### config.mk
export PLATFORM = sky130hd
export DESIGN_NAME = dr_completion_ctrl
export DESIGN_NICKNAME = d
export VERILOG_FILES = /design/src/rtl/dr_pkg.sv /design/src/rtl/dr_rail_decode.sv /design/src/rtl/dr_celem.sv /design/src/rtl/dr_celem_tree.sv /design/src/rtl/dr_completion_ctrl.sv
export SDC_FILE = /design/constraint.sdc
export NUM_CORES = 1
export LEC_CHECK = 0
export BUFFER_PORTS_ARGS = -buffer_cell sky130_fd_sc_hd__buf_2
export CAP_MARGIN = 10
export CORE_AREA = 3 3 40 42
export CTS_CLUSTER_DIAMETER = 60
export CTS_CLUSTER_SIZE = 12
export DETAILED_ROUTE_END_ITERATION = 16
export DIE_AREA = 0 0 43 45
export GPL_TIMING_DRIVEN = 0
export SETUP_SLACK_MARGIN = 0.15
export SLEW_MARGIN = 30
export SYNTH_ARGS = -nofsm -noshare
export SYNTH_HDL_FRONTEND = slang
export SYNTH_HIERARCHICAL = 1
export SYNTH_SLANG_ARGS = --single-unit
### constraint.sdc
create_clock -name clk -period 1.7 [get_ports clk]
set_clock_uncertainty 0.15 [all_clocks]
set_input_delay 0.17 -clock clk [delete_from_list [all_inputs] [get_ports clk]]
set_output_delay 0.17 -clock clk [all_outputs]
set_load 0.01 [all_outputs]
### src/rtl/dr_pkg.sv
package dr_pkg;

  // Rail pair encoding, written as {true, false}
  typedef enum logic [1:0] {
    RAIL_NULL = 2'b00,
    RAIL_ZERO = 2'b01,
    RAIL_ONE  = 2'b10,
    RAIL_BAD  = 2'b11
  } rail_code_e;

  // Spacer acknowledge: high only when neither rail is driven
  function automatic logic null_ack(input logic t, input logic f);
    return ~(t | f);
  endfunction

  // Illegal code detection: both rails driven at once
  function automatic logic bad_code(input logic t, input logic f);
    return t & f;
  endfunction

  // Number of registered merge levels for a given bus width
  function automatic int unsigned tree_depth(input int unsigned w);
    return (w < 2) ? 1 : $clog2(w);
  endfunction

endpackage

### src/rtl/dr_rail_decode.sv
module dr_rail_decode #(
  parameter int WIDTH = 8
) (
  input  logic [WIDTH-1:0] rail_t,
  input  logic [WIDTH-1:0] rail_f,
  output logic [WIDTH-1:0] ack_null,
  output logic [WIDTH-1:0] bad_bit
);
  import dr_pkg::*;

  for (genvar i = 0; i < WIDTH; i++) begin : g_bit
    assign ack_null[i] = null_ack(rail_t[i], rail_f[i]);
    assign bad_bit[i]  = bad_code(rail_t[i], rail_f[i]);
  end

endmodule

### src/rtl/dr_celem.sv
module dr_celem (
  input  logic clk,
  input  logic rst_n,
  input  logic in_a,
  input  logic in_b,
  output logic out_q
);

  logic agree;
  assign agree = (in_a == in_b);

  always_ff @(posedge clk) begin
    if (!rst_n)
      out_q <= 1'b1;
    else if (agree)
      out_q <= in_a;
  end

endmodule

### src/rtl/dr_celem_tree.sv
module dr_celem_tree #(
  parameter int WIDTH = 8
) (
  input  logic             clk,
  input  logic             rst_n,
  input  logic [WIDTH-1:0] leaf_in,
  output logic             root_q,
  output logic             root_l,
  output logic             root_r
);
  import dr_pkg::*;

  localparam int DEPTH  = tree_depth(WIDTH);
  localparam int LEAVES = 1 << DEPTH;

  logic [LEAVES-1:0] lf;
  logic [LEAVES-1:1] node_q;
  logic [LEAVES-1:1] child_a;
  logic [LEAVES-1:1] child_b;

  // Padding leaves copy leaf 0 so they never block agreement
  for (genvar k = 0; k < LEAVES; k++) begin : g_leaf
    if (k < WIDTH) begin : g_real
      assign lf[k] = leaf_in[k];
    end else begin : g_pad
      assign lf[k] = leaf_in[0];
    end
  end

  // Heap-ordered nodes: node i merges children 2i and 2i+1
  for (genvar i = 1; i < LEAVES; i++) begin : g_node
    if (2 * i >= LEAVES) begin : g_from_leaf
      assign child_a[i] = lf[2 * i - LEAVES];
      assign child_b[i] = lf[2 * i + 1 - LEAVES];
    end else begin : g_from_node
      assign child_a[i] = node_q[2 * i];
      assign child_b[i] = node_q[2 * i + 1];
    end
    dr_celem u_stage (
      .clk   (clk),
      .rst_n (rst_n),
      .in_a  (child_a[i]),
      .in_b  (child_b[i]),
      .out_q (node_q[i])
    );
  end

  assign root_q = node_q[1];
  assign root_l = child_a[1];
  assign root_r = child_b[1];

endmodule

### src/rtl/dr_completion_ctrl.sv
module dr_completion_ctrl #(
  parameter int WIDTH = 8
) (
  input  logic             clk,
  input  logic             rst_n,
  input  logic [WIDTH-1:0] rail_t,
  input  logic [WIDTH-1:0] rail_f,
  output logic             req_data,
  output logic             code_err
);

  logic [WIDTH-1:0] ack_null;
  logic [WIDTH-1:0] bad_bit;
  logic [WIDTH-1:0] leaf;
  logic             root_q;
  logic             root_l;
  logic             root_r;
  logic             err_q;

  dr_rail_decode #(.WIDTH(WIDTH)) u_decode (
    .rail_t   (rail_t),
    .rail_f   (rail_f),
    .ack_null (ack_null),
    .bad_bit  (bad_bit)
  );

  // An illegal bit mirrors the current request level: it sides with neither phase
  for (genvar i = 0; i < WIDTH; i++) begin : g_leaf_sel
    assign leaf[i] = bad_bit[i] ? root_q : ack_null[i];
  end

  dr_celem_tree #(.WIDTH(WIDTH)) u_tree (
    .clk     (clk),
    .rst_n   (rst_n),
    .leaf_in (leaf),
    .root_q  (root_q),
    .root_l  (root_l),
    .root_r  (root_r)
  );

  always_ff @(posedge clk) begin
    if (!rst_n)
      err_q <= 1'b0;
    else if (|bad_bit)
      err_q <= 1'b1;
  end

  assign req_data = root_q;
  assign code_err = err_q;

endmodule

==> qor.yml <==
status: "complete, no violations"
grt-ovfl-total: 0
ios: 20
worst_ep_required_time_ns: 1.38
grt_pass1_vias: 431
ir_drop_mv: 0.3392
antenna_cells: 0
cts_buffers: 3
worst_path_max_delay_cell: "dfxtp_1"
drt_wl_total_mm: 1.002
path_cells: "buf_2"
die_w_um: 43
setup-tns-final_ns: 0
start_util_pct: 35.64
critPathCaptureType: "primary output"
clk_pin_slew_ns: 0.05
num_rows: 13
path_class: "flip-flop to primary output"
min_period_ns: 1.276
ys_warn_count: 6
cts-root-buf: "clkbuf_4"
rsz0062_at_grt: "false"
synth-seq-cells: 8
path_max_fanout: 11
grtUsageTotal_pct: 12.21
place_area_um2: 571.8
syn_nets: 76
cts_htree_levels: 1
insertion_delay_ns: 0.25
vias_per_cell: 4.832
final_cell_area_um2: 594.3
antenna_found_initial: 0
drtIter0Drc: 6
design.core.area_um2: 1285
hold_buffers: 0
cp-start-kind: "flip-flop"
dp_hpwl_um: 836.4
maxCapViolations: 0
hold_viol: 0
drive_gt1_share_pct: 38.75
dp_slack_ns: 0.4400
worst-path-buf-inv: 1
grt_first_pass_wirelength_mm: 1.725
cts_tree: "yes"
cts.repair.resized: 0
tightest_slew_ns: 0.3277
drtAntennaViolNets: 0
wire_per_inst_um: 10.55
power.leakage_nw: 0.2578
place_congestion: 0.6748
path_delay_family: "flip-flops"
portBuffers: 19
netlist_area_um2: 457.9
critPathMaxStageDelay_ns: 0.51
syn_area_per_cell_um2: 7.896
vias: 459
final_core_util_pct: 46.25
setup_viol: 0
synth_cells: 58
period_share_pct: 75.04
nets: 100
hold_ws_ns: 0.02569
layout_setup_ws_ns: 0.4243
cts_buffer_depth: 2
slew_headroom_pct: 78.12
post-route-drc-count: 0
grt_max_degree: 12
clock_sinks: 8
first_pass_iters: 4
die_area_um2: 1935
max_freq_mhz: 783.9
cp.arrival_ns: 0.96
hold_path.class: "input port to flip-flop"
fp.dieH_um: 45
yosys.cell_types.count: 10
cts_setup_buffers: 0
yosysSeqAreaShare_pct: 34.97
slew_violations: 0
power_per_cell_area_nw_per_um2: 729.3
syn_to_final_growth_pct: 29.78
==> sequential cells by signal, summed over array words and instances (netlist names) <==
register                     flops
code_err                         1
u_tree/g_node.u_stage/out_q      7
==> per-stage QoR <==
| step | instances | power (mW) |
|---|---|---|
| 6_report | 95 | 0.4334 |
| 5_1_grt | 95 | 0.4675 |
| 4_1_cts | 95 | 0.4457 |
| 3_5_place_dp | 92 | 0.2989 |
| 3_3_place_gp | 92 | 0.2948 |
| 2_1_floorplan | 58 | 0.2642 |
==> power by group <==
group | switching, mW | leakage [nW] | internal, mW | total (mW)
Clock | 0.0587 | 0.0138 | 0.0804 | 0.139
Combinational | 0.0358 | 0.178 | 0.0478 | 0.0836
Sequential | 0.0102 | 0.0662 | 0.201 | 0.211
==> cell usage after synthesis <==
library cell	instances	area [um2]
nor3_1	1	5.000
a31oi_1	1	6.260
mux2_2	8	90.09
dfxtp_1	8	160.2
a21oi_1	7	35.03
nor4_2	1	12.51
o21ai_1	7	35.03
and2_1	8	50.05
inv_1	1	3.750
nor2_1	16	60.06
==> area by class of cell <==
cell class | count | area (um2)
Clock buffer | 3 | 22.52
Fill cell | 136 | 690.7
Inverter | 1 | 3.754
Multi-Input combinational cell | 49 | 294.0
Sequential cell | 8 | 160.2
Tap cell | 15 | 18.77
Timing Repair Buffer | 19 | 95.09
==> kinds of logic after synthesis <==
group	Yosys count	synth area share, %
muxes	8	19.67
buffers and inverters	1	0.8189
DFF	8	34.97
AOI/OAI and AO/OA	15	16.67
and+or+nand+nor	26	27.87
==> path summary, 6_finish.rpt <==
kind,start,endpoint,slack [ns],cells after the start
max,u_tree/g_node[1].u_stage/out_q$_SDFFE_PN1N_,req_data,0.42,1
min,rst_n,u_tree/g_node[1].u_stage/out_q$_SDFFE_PN1N_,0.03,2
max reg2reg,u_tree/g_node[1].u_stage/out_q$_SDFFE_PN1N_,u_tree/g_node[4].u_stage/out_q$_SDFFE_PN1N_,0.48,3
min reg2reg,u_tree/g_node[2].u_stage/out_q$_SDFFE_PN1N_,u_tree/g_node[1].u_stage/out_q$_SDFFE_PN1N_,0.38,2
==> routing by layer <==
| metal | part of all wire, % | GRT usage (%) | vias to the layer above |
|---|---|---|---|
| li1 | - | - | 249 |
| met2 | 53 | 20.66 | 13 |
| met3 | 8.1 | 5.976 | 0 |
| met1 | 39 | 13.66 | 197 |
| met5 | 0 | 0 | - |
| met4 | 0 | 3.614 | 0 |
==> cell usage in the layout (no fill, tap or decap) <==
cell type and count:
buf_2 19, nor2_1 16, mux2_2 8, dfxtp_1 8, and2_1 8, a21oi_1 7, o21ai_1 7, clkbuf_4 3
nor4_2 1, nor3_1 1, inv_1 1, a31oi_1 1
(Power assumes the default switching activity.)
